===== config.mk =====
export PLATFORM = sky130hd
export DESIGN_NAME = gpio_port
export DESIGN_NICKNAME = d
export VERILOG_FILES = /design/src/rtl/gpio_pkg.sv /design/src/rtl/gpio_decode.sv /design/src/rtl/gpio_regs.sv /design/src/rtl/gpio_sync.sv /design/src/rtl/gpio_readmux.sv /design/src/rtl/gpio_port.sv
export SDC_FILE = /design/constraint.sdc
export NUM_CORES = 1
export LEC_CHECK = 0
export ABC_AREA = 1
export BUFFER_PORTS_ARGS = -buffer_cell sky130_fd_sc_hd__buf_4
export CELL_PAD_IN_SITES_DETAIL_PLACEMENT = 1
export CELL_PAD_IN_SITES_GLOBAL_PLACEMENT = 1
export CORE_UTILIZATION = 33
export CTS_CLUSTER_SIZE = 14
export DETAILED_ROUTE_END_ITERATION = 8
export HOLD_SLACK_MARGIN = 0.08
export PLACE_DENSITY = 0.88
export SYNTH_ARGS = -nofsm -noshare
export SYNTH_HDL_FRONTEND = slang
export SYNTH_SLANG_ARGS = --single-unit

===== constraint.sdc =====
create_clock -name clk -period 1.7 [get_ports clk]
set_clock_uncertainty 0.15 [all_clocks]
set_input_delay 0.255 -clock clk [delete_from_list [all_inputs] [get_ports clk]]
set_output_delay 0.255 -clock clk [all_outputs]
set_load 0.02 [all_outputs]

===== src/rtl/gpio_pkg.sv =====
package gpio_pkg;

    localparam int BUS_W = 8;

    typedef enum logic [1:0] {
        SEL_NONE = 2'd0,
        SEL_VAL  = 2'd1,
        SEL_DIR  = 2'd2
    } reg_sel_e;

    typedef struct packed {
        reg_sel_e           sel;
        logic               wr;
        logic [BUS_W-1:0]   wdata;
    } bus_req_t;

    typedef struct packed {
        logic [BUS_W-1:0] val;
        logic [BUS_W-1:0] dir;
    } port_state_t;

    function automatic logic [BUS_W-1:0] impl_mask(input int npins);
        logic [BUS_W-1:0] m;
        for (int i = 0; i < BUS_W; i++) begin
            m[i] = (i < npins);
        end
        return m;
    endfunction

    function automatic logic [BUS_W-1:0] pick_bits(input logic [BUS_W-1:0] sel_latch,
                                                   input logic [BUS_W-1:0] latch,
                                                   input logic [BUS_W-1:0] pins);
        return (sel_latch & latch) | (~sel_latch & pins);
    endfunction

endpackage


===== src/rtl/gpio_decode.sv =====
module gpio_decode
    import gpio_pkg::*;
#(
    parameter int ADDR_W   = 3,
    parameter int VAL_ADDR = 0,
    parameter int DIR_ADDR = 1
) (
    input  logic [ADDR_W-1:0] addr,
    input  logic              we,
    input  logic [BUS_W-1:0]  wdata,
    output bus_req_t          req
);
    localparam logic [ADDR_W-1:0] VAL_A = ADDR_W'(VAL_ADDR);
    localparam logic [ADDR_W-1:0] DIR_A = ADDR_W'(DIR_ADDR);

    always_comb begin
        req.wdata = wdata;
        req.wr    = we;
        if (addr == VAL_A)      req.sel = SEL_VAL;
        else if (addr == DIR_A) req.sel = SEL_DIR;
        else                    req.sel = SEL_NONE;
    end
endmodule


===== src/rtl/gpio_regs.sv =====
module gpio_regs
    import gpio_pkg::*;
#(
    parameter int NPINS = 8
) (
    input  logic        clk,
    input  logic        rst,
    input  bus_req_t    req,
    output port_state_t state
);
    localparam logic [BUS_W-1:0] MASK = impl_mask(NPINS);

    logic [BUS_W-1:0] val_q;
    logic [BUS_W-1:0] dir_q;
    logic             wr_val;
    logic             wr_dir;

    assign wr_val = req.wr && (req.sel == SEL_VAL);
    assign wr_dir = req.wr && (req.sel == SEL_DIR);

    // value latch: deliberately outside reset
    always_ff @(posedge clk) begin
        if (wr_val) val_q <= req.wdata & MASK;
    end

    always_ff @(posedge clk) begin
        if (rst)         dir_q <= '0;
        else if (wr_dir) dir_q <= req.wdata & MASK;
    end

    assign state.val = val_q & MASK;
    assign state.dir = dir_q & MASK;


    dir_hold_chk: assert property (@(posedge clk) disable iff (rst)
        !wr_dir |=> $stable(state.dir));
endmodule


===== src/rtl/gpio_sync.sv =====
module gpio_sync #(
    parameter int NPINS = 8
) (
    input  logic             clk,
    input  logic             rst,
    input  logic [NPINS-1:0] pin_in,
    output logic [NPINS-1:0] pin_sync
);
    logic [NPINS-1:0] stage1_q;
    logic [NPINS-1:0] stage2_q;
    logic [1:0]       age_q;

    for (genvar i = 0; i < NPINS; i++) begin : g_bit
        always_ff @(posedge clk) begin
            if (rst) begin
                stage1_q[i] <= 1'b0;
                stage2_q[i] <= 1'b0;
            end else begin
                stage1_q[i] <= pin_in[i];
                stage2_q[i] <= stage1_q[i];
            end
        end
    end

    assign pin_sync = stage2_q;

    always_ff @(posedge clk) begin
        if (rst)                 age_q <= '0;
        else if (age_q != 2'd3)  age_q <= age_q + 2'd1;
    end


    sync_delay_chk: assert property (@(posedge clk) disable iff (rst)
        (age_q >= 2'd2) |-> (pin_sync == $past(pin_in, 2)));
endmodule


===== src/rtl/gpio_readmux.sv =====
module gpio_readmux
    import gpio_pkg::*;
#(
    parameter int NPINS = 8
) (
    input  reg_sel_e          sel,
    input  port_state_t       state,
    input  logic [NPINS-1:0]  pin_sync,
    input  logic [NPINS-1:0]  alt_en,
    output logic [BUS_W-1:0]  rdata
);
    logic [BUS_W-1:0] pins_w;
    logic [BUS_W-1:0] alt_w;

    always_comb begin
        pins_w = '0;
        alt_w  = '0;
        pins_w[NPINS-1:0] = pin_sync;
        alt_w[NPINS-1:0]  = alt_en;
    end

    always_comb begin
        unique case (sel)
            SEL_VAL:  rdata = pick_bits(state.dir & ~alt_w, state.val, pins_w)
                              & impl_mask(NPINS);
            SEL_DIR:  rdata = state.dir;
            default:  rdata = '0;
        endcase
    end
endmodule


===== src/rtl/gpio_port.sv =====
module gpio_port
    import gpio_pkg::*;
#(
    parameter int NPINS    = 8,
    parameter int ADDR_W   = 3,
    parameter int VAL_ADDR = 0,
    parameter int DIR_ADDR = 1
) (
    input  logic              clk,
    input  logic              rst,
    input  logic [ADDR_W-1:0] bus_addr,
    input  logic              bus_we,
    input  logic [7:0]        bus_wdata,
    output logic [7:0]        bus_rdata,
    input  logic [NPINS-1:0]  pin_in,
    output logic [NPINS-1:0]  pin_out,
    output logic [NPINS-1:0]  pin_oe,
    input  logic [NPINS-1:0]  alt_en
);
    bus_req_t         req;
    port_state_t      state;
    logic [NPINS-1:0] pin_sync;

    gpio_decode #(.ADDR_W(ADDR_W), .VAL_ADDR(VAL_ADDR), .DIR_ADDR(DIR_ADDR)) u_dec (
        .addr(bus_addr), .we(bus_we), .wdata(bus_wdata), .req(req)
    );

    gpio_regs #(.NPINS(NPINS)) u_regs (
        .clk(clk), .rst(rst), .req(req), .state(state)
    );

    gpio_sync #(.NPINS(NPINS)) u_sync (
        .clk(clk), .rst(rst), .pin_in(pin_in), .pin_sync(pin_sync)
    );

    gpio_readmux #(.NPINS(NPINS)) u_mux (
        .sel(req.sel), .state(state), .pin_sync(pin_sync), .alt_en(alt_en),
        .rdata(bus_rdata)
    );

    assign pin_out = state.val[NPINS-1:0];
    assign pin_oe  = state.dir[NPINS-1:0] & ~alt_en;


    no_drive_alt_chk: assert property (@(posedge clk) disable iff (rst)
        (pin_oe & alt_en) == '0);


    unmapped_zero_chk: assert property (@(posedge clk) disable iff (rst)
        (bus_addr != ADDR_W'(VAL_ADDR) && bus_addr != ADDR_W'(DIR_ADDR)) |-> (bus_rdata == 8'h00));

    if (NPINS < 8) begin : g_rsvd

        rsvd_zero_chk: assert property (@(posedge clk) disable iff (rst)
            bus_rdata[7:NPINS] == '0);
    end
endmodule


==> results by group <==
Route
  – Detailed Routing Iterations Pass 1: 4
  – DRC: 0
  – DR iter-0 viols: 22
  – Vias per cell: 4.47
  – Post-route ant nets: 0
  – Vias: 1404
  – Final WL: between 3000 and 4000 um
  – Wire length per cell: about 12 um

Power and ir drop
  – Net Sw Frac: around 24%
  – Share of total power in the clock network: 36.2%
  – Sequential Power Share: ~50%
  – Switching pwr: 0.401 mW
  – Power, Total: 1.65 mW
  – Logic pwr share: between 10% and 20%
  – Static leakage: between 1 and 1.5 nW
  – Int Pwr: roughly 1.2 mW
  – Max VDD drop: around 0.00037 V
  – PD cells: 776 mW/mm2

Synth
  – Yosys reg bits: 32
  – Ys Warns: 0
  – Synth Instances: between 150 and 200
  – Register area share after synthesis: 50.1%
  – Synth cell types: 15
  – Post-Syn Nets: ~220
  – Mapped cell area: 0.00144 mm2
  – Average size of a mapped cell: about 7.4 um2

Hold path
  – Min-delay worst type: in2reg
  – Worst Hold Depth: 2
  – Hold path endpoint: u_sync.stage1_q[2]
  – Hold_sp: rst

Cells and area
  – Commonest non-fill, non-tap cell in the layout: buf_4
  – Most frequent cells in the layout: buf_4 (57), nand2_1 (55), inv_1 (40), nor2_1 (29), dfxtp_1 (22)
  – Post-Layout Inst Area: approximately 0.0021 mm2
  – Area delta synth->final: 47.9%
  – Layout cells sized above 1: 29.2%
  – Final Util: a little over half
  – Antenna cells: 0
  – Fillers: roughly 520
  – Post-Layout Cell Count: 314
  – Final nets: roughly 290

STA
  – Worst slew pin tran: 248 ps
  – Final worst setup slack: approximately 80 ps
  – Max frequency: slightly above 600 MHz
  – Final hold vios: 0
  – Setup TNS: 0 ps
  – Slew Viols, Final: 0
  – Period utilization: between 90% and 100%
  – Finish-stage setup viols: 0
  – Worst hold slack: 134 ps
  – Max transition margin: 83.4%
  – Minimum clock period after layout: 1620 ps
  – RSZ-0062 raised after global routing: false

GRT
  – Tot GR Track Use: about 18%
  – First-pass GRT wire length: around 6000 um
  – GR Overflow Total: 0
  – Largest net degree at the start of global routing: 18
  – Initial antenna violation count: 0
  – Number of global-route vias before repair: about 1400

Worst setup path
  – Kind of critical path: reg2out
  – R2r worst-path depth: 4
  – Setup crit end kind: output port
  – Worst Setup Start Kind: register
  – Critical-path maximum fanout: 3
  – R2r endpoint: u_regs.dir_q[1]
  – Data arrival, critical path: between 1000 and 1500 ps
  – Setup slack, reg-to-reg: between 800 and 900 ps
  – R2R Path Start: u_regs.dir_q[1]
  – Required time of the critical path: between 1000 and 1500 ps

Place
  – Dpl cell area: about 0.0019 mm2
  – Routability-driven placement congestion ratio: 0.756
  – # port buffers: between 50 and 60
  – DP HPWL: around 2700 um
  – Placed Cells: just under 300
  – Setup WS pre-CTS: about 190 ps

Clocking
  – CTS Buf Count: 5
  – CTS Buffer Depth: 2
  – Post-CTS Setup Bufs: 0
  – Root Buffer: clkbuf_8
  – Clk_lat worst skew: 290 ps
  – CTS tree: done
  – H-tree Lvls: 2
  – # clock sinks: 32
  – Clock transition at path regs: around 70 ps

Flow run
  – Max-Cap Viols: 0

Die
  – Initial core utilization: between 30% and 40%
  – Die ar.: ~0.0046 mm2
  – Top Ports: 54
  – Site row count: 23
  – Die height: 68.0 um
  – Die W: just under 70 um
  – Core area: 0.00409 mm2

Outcome
  – Status: complete, no violations
worst max path at each step:
| stage | from | endpoint | depth (start not counted) |
|---|---|---|---|
| final | u_regs.dir_q[3] | bus_rdata[3] | 6 |
| after global routing | u_regs.dir_q[4] | bus_rdata[4] | 7 |
| after CTS | u_regs.dir_q[2] | bus_rdata[2] | 7 |
| after detailed placement | bus_addr[0] | bus_rdata[1] | 6 |
| after global placement | bus_addr[2] | bus_rdata[6] | 6 |
| after floorplan | bus_addr[0] | u_regs.val_q[0] | 3 |
Yosys cell counts (all sizes together):
| library cell | instances | area [um2] |
|---|---|---|
| and2 | 1 | 6.26 |
| buf | 11 | 75.1 |
| clkbuf | 1 | 3.75 |
| dfxtp | 24 | 480 |
| edfxtp | 8 | 240 |
| inv | 41 | 154 |
| nand2 | 56 | 210 |
| nand3 | 1 | 17.5 |
| nand4 | 8 | 50.1 |
| nor2 | 33 | 131 |
| nor3 | 1 | 16.3 |
| nor3b | 1 | 12.5 |
| o21ai | 8 | 40.0 |
per-layer routing:
metal,part of all wire (%),routed length [um],vias to the layer above,global-route usage (%)
met5,0,0,-,0
met4,1.5,57,0,7.03
met3,4.3,169,7,5.50
met2,54,2100,34,33.8
met1,41,1590,659,19.6
li1,-,-,704,-
power by group through the flow:
| stage | sequential, mW | combinational (mW) | clock, mW |
|---|---|---|---|
| 2_1_floorplan | 0.835 | 0.101 | 0 |
| 3_3_place_gp | 0.837 | 0.192 | 0 |
| 5_1_grt | 0.825 | 0.254 | 0.644 |
| 6_report | 0.822 | 0.231 | 0.596 |
| 3_5_place_dp | 0.838 | 0.198 | 0 |
| 4_1_cts | 0.821 | 0.228 | 0.617 |
what timing repair did:
item | in CTS | in global routing
hold buffers | 16 | 0
resized for setup | 0 | 9
setup endpoints to repair | 0 | 3
endpoints found under the hold margin | 16 | 0
cell families (layout without fill, tap and decap cells):
kind of cell,count (synthesis),count (layout),synth area share (%)
buf+inv,53,123,16.2
simple gates,101,101,30.9
compound gates,8,8,2.79
flops,32,32,50.1
sequential cells by signal (all words and copies together) (netlist names):
signal,cells
u_regs.dir_q,8
u_regs.val_q,8
u_sync.pin_sync,8
u_sync.stage1_q,8
critical path, stage by stage (launching register included):
cell and delay (ps):
dfxtp_1 330, inv_1 70, o21ai_0 180, nand2_1 90, nand2_1 60, nand2_1 50, buf_4 150
final cells by class:
type / count / area, um2 / share of cell area, %
multi-input combinational: 109 / 494 / 23.2
tap: 50 / 62.6 / 2.94
clock buffer: 6 / 82.6 / 3.88
timing repair buffer: 74 / 599 / 28.2
clock inverter: 2 / 10.0 / 0.471
inverter: 41 / 154 / 7.24
sequential: 32 / 723 / 34.0
Note: power is estimated with default switching activity, not from simulation.
